File: src/rtl/mc_ctrl_pkg.sv
package mc_ctrl_pkg;

  localparam int OPC_W = 6;
  localparam int SEL_W = 2;

  localparam logic [OPC_W-1:0] OP_RTYPE = 6'h00;
  localparam logic [OPC_W-1:0] OP_JUMP  = 6'h02;
  localparam logic [OPC_W-1:0] OP_BEQ   = 6'h04;
  localparam logic [OPC_W-1:0] OP_LOAD  = 6'h23;
  localparam logic [OPC_W-1:0] OP_STORE = 6'h2B;

  typedef enum logic [3:0] {
    S_FETCH, S_DECODE, S_MADDR, S_MREAD, S_LDWB,
    S_MWRITE, S_REXEC, S_RWB, S_BRANCH, S_JUMP
  } state_e;

  typedef struct packed {
    logic             pc_wr;
    logic             pc_wr_cond;
    logic             mem_addr_sel;
    logic             mem_rd;
    logic             mem_wr;
    logic             ir_wr;
    logic             wb_from_mem;
    logic             rf_wr;
    logic             rf_dst_rd;
    logic             alu_a_sel;
    logic [SEL_W-1:0] alu_b_sel;
    logic [SEL_W-1:0] alu_op;
    logic [SEL_W-1:0] pc_src;
  } ctrl_t;

  // State entered after decode for a given opcode
  function automatic state_e f_dispatch(input logic [OPC_W-1:0] opc);
    case (opc)
      OP_LOAD, OP_STORE: return S_MADDR;
      OP_RTYPE:          return S_REXEC;
      OP_BEQ:            return S_BRANCH;
      OP_JUMP:           return S_JUMP;
      default:           return S_FETCH;
    endcase
  endfunction

  function automatic logic f_known(input logic [OPC_W-1:0] opc);
    return (opc == OP_LOAD) || (opc == OP_STORE) || (opc == OP_RTYPE) ||
           (opc == OP_BEQ)  || (opc == OP_JUMP);
  endfunction

endpackage

File: src/rtl/mc_state_reg.sv
module mc_state_reg
  import mc_ctrl_pkg::*;
(
  input  logic   clk,
  input  logic   rst,
  input  state_e st_d,
  output state_e st_q
);

  always_ff @(posedge clk) begin
    if (rst) st_q <= S_FETCH;
    else     st_q <= st_d;
  end

  AST_RST_FETCH: assert property (@(posedge clk) rst |=> (st_q == S_FETCH));

endmodule

File: src/rtl/mc_next_state.sv
module mc_next_state
  import mc_ctrl_pkg::*;
(
  input  logic             clk,
  input  logic             rst,
  input  state_e           st_q,
  input  logic [OPC_W-1:0] opcode,
  output state_e           st_d
);

  logic dec_unknown;
  logic addr_is_load;

  assign dec_unknown  = !f_known(opcode);
  assign addr_is_load = (opcode == OP_LOAD);

  always_comb begin
    case (st_q)
      S_FETCH:  st_d = S_DECODE;
      S_DECODE: st_d = f_dispatch(opcode);
      S_MADDR:  st_d = addr_is_load ? S_MREAD : S_MWRITE;
      S_MREAD:  st_d = S_LDWB;
      S_REXEC:  st_d = S_RWB;
      default:  st_d = S_FETCH;
    endcase
  end

  AST_UNKNOWN_BACK: assert property (@(posedge clk) disable iff (rst)
    (st_q == S_DECODE && dec_unknown) |=> (st_q == S_FETCH));
  AST_REXEC_TO_WB: assert property (@(posedge clk) disable iff (rst)
    (st_q == S_REXEC) |=> (st_q == S_RWB));

endmodule

File: src/rtl/mc_out_decode.sv
module mc_out_decode
  import mc_ctrl_pkg::*;
(
  input  logic   clk,
  input  logic   rst,
  input  state_e st_q,
  output ctrl_t  ctl
);

  always_comb begin
    ctl = '0;
    case (st_q)
      S_FETCH: begin
        ctl.mem_rd    = 1'b1;
        ctl.ir_wr     = 1'b1;
        ctl.pc_wr     = 1'b1;
        ctl.alu_b_sel = 2'b01;
      end
      S_DECODE: ctl.alu_b_sel = 2'b11;
      S_MADDR: begin
        ctl.alu_a_sel = 1'b1;
        ctl.alu_b_sel = 2'b10;
      end
      S_MREAD: begin
        ctl.mem_rd       = 1'b1;
        ctl.mem_addr_sel = 1'b1;
      end
      S_LDWB: begin
        ctl.rf_wr       = 1'b1;
        ctl.wb_from_mem = 1'b1;
      end
      S_MWRITE: begin
        ctl.mem_wr       = 1'b1;
        ctl.mem_addr_sel = 1'b1;
      end
      S_REXEC: begin
        ctl.alu_a_sel = 1'b1;
        ctl.alu_op    = 2'b10;
      end
      S_RWB: begin
        ctl.rf_wr     = 1'b1;
        ctl.rf_dst_rd = 1'b1;
      end
      S_BRANCH: begin
        ctl.alu_a_sel  = 1'b1;
        ctl.alu_op     = 2'b01;
        ctl.pc_wr_cond = 1'b1;
        ctl.pc_src     = 2'b01;
      end
      S_JUMP: begin
        ctl.pc_wr  = 1'b1;
        ctl.pc_src = 2'b10;
      end
      default: ctl = '0;
    endcase
  end

  AST_MEM_EXCL: assert property (@(posedge clk) disable iff (rst)
    !(ctl.mem_rd && ctl.mem_wr));

endmodule

File: src/rtl/mc_ctrl_fsm.sv
module mc_ctrl_fsm
  import mc_ctrl_pkg::*;
(
  input  logic       clk,
  input  logic       rst,
  input  logic [5:0] opcode,
  output logic       pc_wr,
  output logic       pc_wr_cond,
  output logic       mem_addr_sel,
  output logic       mem_rd,
  output logic       mem_wr,
  output logic       ir_wr,
  output logic       wb_from_mem,
  output logic       rf_wr,
  output logic       rf_dst_rd,
  output logic       alu_a_sel,
  output logic [1:0] alu_b_sel,
  output logic [1:0] alu_op,
  output logic [1:0] pc_src
);

  state_e st_q;
  state_e st_d;
  ctrl_t  ctl;

  mc_state_reg u_reg (.clk(clk), .rst(rst), .st_d(st_d), .st_q(st_q));
  mc_next_state u_nxt (.clk(clk), .rst(rst), .st_q(st_q), .opcode(opcode), .st_d(st_d));
  mc_out_decode u_dec (.clk(clk), .rst(rst), .st_q(st_q), .ctl(ctl));

  assign pc_wr        = ctl.pc_wr;
  assign pc_wr_cond   = ctl.pc_wr_cond;
  assign mem_addr_sel = ctl.mem_addr_sel;
  assign mem_rd       = ctl.mem_rd;
  assign mem_wr       = ctl.mem_wr;
  assign ir_wr        = ctl.ir_wr;
  assign wb_from_mem  = ctl.wb_from_mem;
  assign rf_wr        = ctl.rf_wr;
  assign rf_dst_rd    = ctl.rf_dst_rd;
  assign alu_a_sel    = ctl.alu_a_sel;
  assign alu_b_sel    = ctl.alu_b_sel;
  assign alu_op       = ctl.alu_op;
  assign pc_src       = ctl.pc_src;

  // Named events for the checks below
  logic ev_fetch, ev_ld_read, ev_ld_wb, ev_jump;
  assign ev_fetch   = ir_wr;
  assign ev_ld_read = mem_rd && mem_addr_sel;
  assign ev_ld_wb   = rf_wr && wb_from_mem;
  assign ev_jump    = pc_wr && (pc_src == 2'b10);

  AST_FETCH_THEN_DECODE: assert property (@(posedge clk) disable iff (rst)
    ev_fetch |=> (alu_b_sel == 2'b11 && !pc_wr && !pc_wr_cond && !ir_wr &&
                  !rf_wr && !mem_wr && !mem_rd));
  AST_LOAD_READ_WB: assert property (@(posedge clk) disable iff (rst)
    ev_ld_read |=> ev_ld_wb);
  AST_LOAD_WB_DONE: assert property (@(posedge clk) disable iff (rst)
    ev_ld_wb |=> ev_fetch);
  AST_STORE_DONE: assert property (@(posedge clk) disable iff (rst)
    mem_wr |=> ev_fetch);
  AST_BRANCH_DONE: assert property (@(posedge clk) disable iff (rst)
    pc_wr_cond |=> ev_fetch);
  AST_JUMP_DONE: assert property (@(posedge clk) disable iff (rst)
    ev_jump |=> ev_fetch);

endmodule

File: config.mk
export PLATFORM = sky130hd
export DESIGN_NAME = mc_ctrl_fsm
export DESIGN_NICKNAME = d
export VERILOG_FILES = /design/src/rtl/mc_ctrl_pkg.sv /design/src/rtl/mc_state_reg.sv /design/src/rtl/mc_next_state.sv /design/src/rtl/mc_out_decode.sv /design/src/rtl/mc_ctrl_fsm.sv
export SDC_FILE = /design/constraint.sdc
export NUM_CORES = 1
export LEC_CHECK = 0
export BUFFER_PORTS_ARGS = -buffer_cell sky130_fd_sc_hd__buf_4
export CELL_PAD_IN_SITES_DETAIL_PLACEMENT = 0
export CELL_PAD_IN_SITES_GLOBAL_PLACEMENT = 1
export CORE_UTILIZATION = 28
export CTS_CLUSTER_DIAMETER = 100
export DETAILED_ROUTE_END_ITERATION = 8
export GPL_ROUTABILITY_DRIVEN = 0
export MAX_ROUTING_LAYER = met4
export PLACE_DENSITY = 0.85
export SETUP_SLACK_MARGIN = 0.2
export SYNTH_ARGS = -nofsm -noshare
export SYNTH_HDL_FRONTEND = slang
export SYNTH_SLANG_ARGS = --single-unit
File: constraint.sdc
create_clock -name clk -period 1.4 [get_ports clk]
set_input_delay 0.28 -clock clk [delete_from_list [all_inputs] [get_ports clk]]
set_output_delay 0.28 -clock clk [all_outputs]
set_load 0.02 [all_outputs]
==> summary.md, run 1 <==
| Metric | Value |
|---|---|
| First-pass GRT wire length | 2450 um |
| HPWL Detailed | 996 um |
| Clock Sinks | 4 |
| Post-DP Area | 752 um2 |
| Core area | 0.00137 mm2 |
| DRT Pass-1 Iters | 4 |
| Area grow syn2layout | 137% |
| Final setup violation count | 14 |
| Syn Std Cell Area | 430 um2 |
| Max FO, Critical Path | 4 |
| CP Launch Type | register |
| Pre-CTS worst setup slack | -0.00350 ns |
| RSZ-0062 raised after global routing | true |
| Fmax | 630 MHz |
| Max reg flops | 4 |
| CTS H-tree lvls | 1 |
| Boundary Pins | 24 |
| Ranking of synthesized cells by area | dfxtp_1, nor3_1, nor2_1 |
| N_diodes | 0 |
| Drc violations | 0 |
| Num CTS Buffers | 3 |
| Initial Util | 31.5% |
| Post-Syn Instances | 54 |
| Status | complete, but fails checks |
| Number of global-route vias before repair | 521 |
| PD cells | 434 mW/mm2 |
| Tmin final | 1.59 ns |
| Final worst slack | -0.188 ns |
| Routed vias/inst | 5.00 |
| Register area | 95.1 um2 |
| Die X | 41.2 um |
| Largest net degree at the start of global routing | 7 |
| Slew headroom | 82.0% |
| Synth Area per Inst | 7.97 um2 |
| Clock Skew | 0.00927 ns |
| Crit Path Class | register to output port |
| CP required | 1.12 ns |
| Critical path arrival | 1.31 ns |
| Clk Latency, worst-skew pair | 0.24 ns |
| Top reg by flops | u_reg.st_q |
| Top Registers | u_reg.st_q (4) |
| Initial antenna violation count | 0 |
| Final hold violation count | 0 |
| Register bit total from synthesis | 4 |
| Slew Limit Fails | 0 |
| # nets final | 108 |
| Cts hold-fix bufs | 0 |
| Setup TNS | -1.31 ns |
| CTS tree | yes |
| Tightest Hold Check Type | primary input to register |
| CTS max path bufs | 2 |
| Register-to-register setup slack | 0.15 ns |
| Die Y | 41.2 um |
| DIE AREA | 0.00170 mm2 |
| Layout cells sized above 1 | 86.7% |
| Syn nets | 62 |
| GRT overflow | 0 |
| Synth warn | 0 |
| Multi-input logic area | 444 um2 |
| DR vias | 565 |
| DRT Wirelength | 1750 um |
| Sequential area share after synthesis | 18.6% |
| Slew of the pin with the lowest slew margin | 0.269 ns |
| Routed len/inst | 15.5 um |
| Fillers | 94 |
| Leak Pwr | 0.000442 uW |
| Worst setup EP type | output port |
| Total GRT Usage | 23.8% |
| Cell area after layout | 0.00102 mm2 |
| Antenna Nets Post-Route | 0 |
| MaxCap Viol Count | 0 |
| Max VDD drop | 325 uV |
| Yosys top cell area share | 18.6% |
| CTS root buf | clkbuf_4 |
| Clk slew on worst S/H paths | 0.05 ns |
| Final Cycle Share | 113% |
| Synth area leader | dfxtp_1 |
| Starting DRC count in detailed routing | 5 |
| # port buffers | 23 |
| FP Rows | 13 |
| Violated checks | setup timing |
| Unique masters post-synth | 29 |
-- final timing paths --
check | startpoint | endpoint | depth (start not counted)
hold / removal | opcode[4] | u_reg.st_q[3] | 2
setup / recovery | u_reg.st_q[2] | pc_wr | 4
setup reg to reg | u_reg.st_q[1] | u_reg.st_q[1] | 5
hold reg to reg | u_reg.st_q[3] | u_reg.st_q[0] | 2
-- layer usage --
| layer | share of wire [%] | GRT usage (%) |
|---|---|---|
| met3 | 3.9 | 1.63 |
| met5 | 0 | - |
| met2 | 55 | 45.3 |
| met4 | 0.46 | 9.68 |
| met1 | 40 | 24.9 |
-- kinds of logic (layout without fill, tap and decap cells) --
family / Yosys count / in the layout / share of synthesized area (%)
and+or+nand+nor: 35 / 35 / 51.5
AOI/OAI and AO/OA: 5 / 5 / 11.6
buffers and inverters: 7 / 51 / 11.6
DFF: 4 / 4 / 18.6
xor gates and xnor gates: 2 / 2 / 4.07
muxes: 1 / 1 / 2.62
-- what timing repair did --
item | in CTS | in global routing
pin swaps | 9 | 5
setup buffers | 6 | 5
resized for setup | 40 | 7
endpoints found under the setup margin | 17 | 19
-- layout by cell type (no fill, tap or decap), drive strengths merged --
cell     instances
or3              1
dfxtp            4
xnor2            2
and2             1
and3             2
nand4            1
inv              2
or2b             1
a31oi            1
a2111oi          1
nand2b           3
nor2             7
o2111ai          1
nor3             8
and2b            1
nand3            1
o211ai           1
mux2             1
or2              2
a21boi           1
nor3b            2
clkbuf           3
nor4             3
nand2            2
buf             46
-- critical path, stage by stage (launching register included) --
cell,delay (ns)
dfxtp_4,0.36
buf_6,0.14
nor4_4,0.29
or2_4,0.17
buf_6,0.11
-- synthesized netlist by cell type, drive strengths merged --
cell type and number:
a2111oi 1, a21boi 1, a31oi 1, and2 1, and2b 1, and3 2, buf 5, dfxtp 4
inv 2, mux2 1, nand2 2, nand2b 3, nand3 1, nand4 1, nor2 7, nor3 8
nor3b 2, nor4 3, o2111ai 1, o211ai 1, or2 2, or2b 1, or3 1, xnor2 2
-- cell type report --
| class | instances | share of cell area, % |
|---|---|---|
| flip-flops and latches | 4 | 9.30 |
| repair buffers | 46 | 42.2 |
| well taps | 15 | 1.84 |
| multi-input cells | 43 | 43.5 |
| inverters | 2 | 0.979 |
| clock buffers | 3 | 2.20 |
-- where the power goes --
part	leakage [uW]	internal [uW]	switching, uW
Sequential	0.0000355	112	4.32
Combinational	0.000393	92.3	82.7
Clock	0.0000138	96.5	56.2
-- per-stage QoR --
stage	power, uW	hold slack (ns)	utilization [%]	instances
3_5_place_dp	250	0.481	55.0	99
6_report	444	0.230	74.8	113
4_1_cts	421	0.230	70.1	108
3_3_place_gp	250	0.485	55.0	99
5_1_grt	468	0.226	74.8	113
2_1_floorplan	194	0.356	-	54
(Power assumes the default switching activity.)
==> inputs of run 2 (changes only) <==
==> constraint.sdc (replaced) <==
create_clock -name clk -period 1.5 [get_ports clk]
set_input_delay 0.3 -clock clk [delete_from_list [all_inputs] [get_ports clk]]
set_output_delay 0.3 -clock clk [all_outputs]
set_load 0.02 [all_outputs]
==> summary.md, run 2 (same netlist as run 1, synthesis figures left out) <==
| Metric | Value |
|---|---|
| Layout cells sized above 1 | 84.8% |
| Worst setup EP type | output port |
| Slew Limit Fails | 0 |
| Leak Pwr | 0.000418 uW |
| Largest net degree at the start of global routing | 8 |
| Clk slew on worst S/H paths | 0.04 ns |
| Crit-path most repeated cell | buf_6 |
| Max FO, Critical Path | 5 |
| # port buffers | 23 |
| DR vias | 548 |
| CTS max path bufs | 2 |
| Crit Path Class | register to output port |
| Tightest Hold Check Type | primary input to register |
| Routed vias/inst | 5.12 |
| CTS tree | yes |
| P_int | 269 uW |
| Clock Skew | 0.00463 ns |
| DIE AREA | 0.00170 mm2 |
| First-pass GRT wire length | 2260 um |
| Top reg by flops | u_reg.st_q |
| CP max stage cell | dfxtp_4 |
| Slew of the pin with the lowest slew margin | 0.293 ns |
| Clock Sinks | 4 |
| Combinational share of power | 36.2% |
| RSZ-0062 raised after global routing | true |
| Final setup violation count | 6 |
| Clk Latency, worst-skew pair | 0.24 ns |
| Area grow syn2layout | 133% |
| CP Cell Sequence | buf_6, nor4_4, or2_4, buf_6 |
| Max VDD drop | 329 uV |
| Die Y | 41.2 um |
| DRT Wirelength | 1470 um |
| Starting DRC count in detailed routing | 4 |
| Drc violations | 0 |
| Buffers plus inverters on the worst setup path | 2 |
| Final hold violation count | 0 |
| Routed len/inst | 13.7 um |
| PD cells | 394 mW/mm2 |
| Top Registers | u_reg.st_q (4) |
| Status | complete, but fails checks |
| DRT Pass-1 Iters | 3 |
| Cts hold-fix bufs | 0 |
| Top delay family on crit path | simple AND/OR/NAND/NOR gates |
| CP required | 1.20 ns |
| Fmax | 639 MHz |
| Total GRT Usage | 21.9% |
| Boundary Pins | 24 |
| # nets final | 102 |
| Max reg flops | 4 |
| CTS root buf | clkbuf_4 |
| CP Launch Type | register |
| N_diodes | 0 |
| Final Cycle Share | 104% |
| Critical Path Max Stage Delay | 0.36 ns |
| NetSw | 126 uW |
| Commonest non-fill, non-tap cell in the layout | buf_6 |
| Die X | 41.2 um |
| Total power | 394 uW |
| Sequential Power Share | 28.6% |
| CTS H-tree lvls | 1 |
| GRT overflow | 0 |
| FP Rows | 13 |
| MaxCap Viol Count | 0 |
| Core area | 0.00137 mm2 |
| Slew headroom | 80.4% |
| Antenna Nets Post-Route | 0 |
| Register-to-register setup slack | 0.25 ns |
| Most frequent cells in the layout | buf_6, buf_4, nor3_4 |
| Num CTS Buffers | 3 |
| Fin Hold WS | 0.241 ns |
| Initial antenna violation count | 0 |
| Number of global-route vias before repair | 536 |
| HPWL Detailed | 968 um |
| Initial Util | 31.5% |
| Violated checks | setup timing |
| Tmin final | 1.57 ns |
| Sw Ratio | 31.8% |
| Critical path arrival | 1.27 ns |
| Final worst slack | -0.0653 ns |
| Clock network power share | 35.2% |
## run 2: layout make-up
cell class                      instances  area (um2)
Clock buffer                            3        22.5
Fill cell                             102         365
Inverter                                2        10.0
Multi-Input combinational cell         43         459
Sequential cell                         4        95.1
Tap cell                               15        18.8
Timing Repair Buffer                   40         395
## run 2: power by group through the flow
stage	registers [uW]	clock network, uW	logic, uW
2_1_floorplan	112	0	66.7
3_3_place_gp	118	0	114
3_5_place_dp	117	0	115
4_1_cts	112	146	134
5_1_grt	113	150	154
6_report	113	139	143
## run 2: repair_timing
item / in CTS / in global routing
buffers inserted: 4 / 2
setup endpoints to repair: 17 / 18
pin swaps: 11 / 4
resized for setup: 42 / 5
## run 2: path summary, 6_finish.rpt
path / start / endpoint / cells past startpoint
worst min register to register: u_reg.st_q[3] / u_reg.st_q[0] / 2
worst max register to register: u_reg.st_q[2] / u_reg.st_q[2] / 5
worst min-delay path: opcode[4] / u_reg.st_q[3] / 2
worst max-delay path: u_reg.st_q[3] / pc_wr / 4
## run 2: metal layers
metal | global-route usage [%] | vias to the layer above | wire length (um)
met5 | - | - | 0
met4 | 9.68 | 0 | 14
met3 | 6.52 | 2 | 76
met2 | 37.5 | 17 | 814
met1 | 23.1 | 257 | 560
li1 | - | 272 | -
## run 2: per-stage QoR
step	setup slack, ns	util, %	TNS, ns	std cells	area (um2)
2_1_floorplan	0.0957	-	0	54	520
3_3_place_gp	0.0586	54.3	0	98	742
3_5_place_dp	0.00898	54.3	0	98	742
4_1_cts	-0.0608	70.5	-0.253	105	963
5_1_grt	-0.136	73.3	-0.647	107	1000
6_report	-0.0653	73.3	-0.203	107	1000
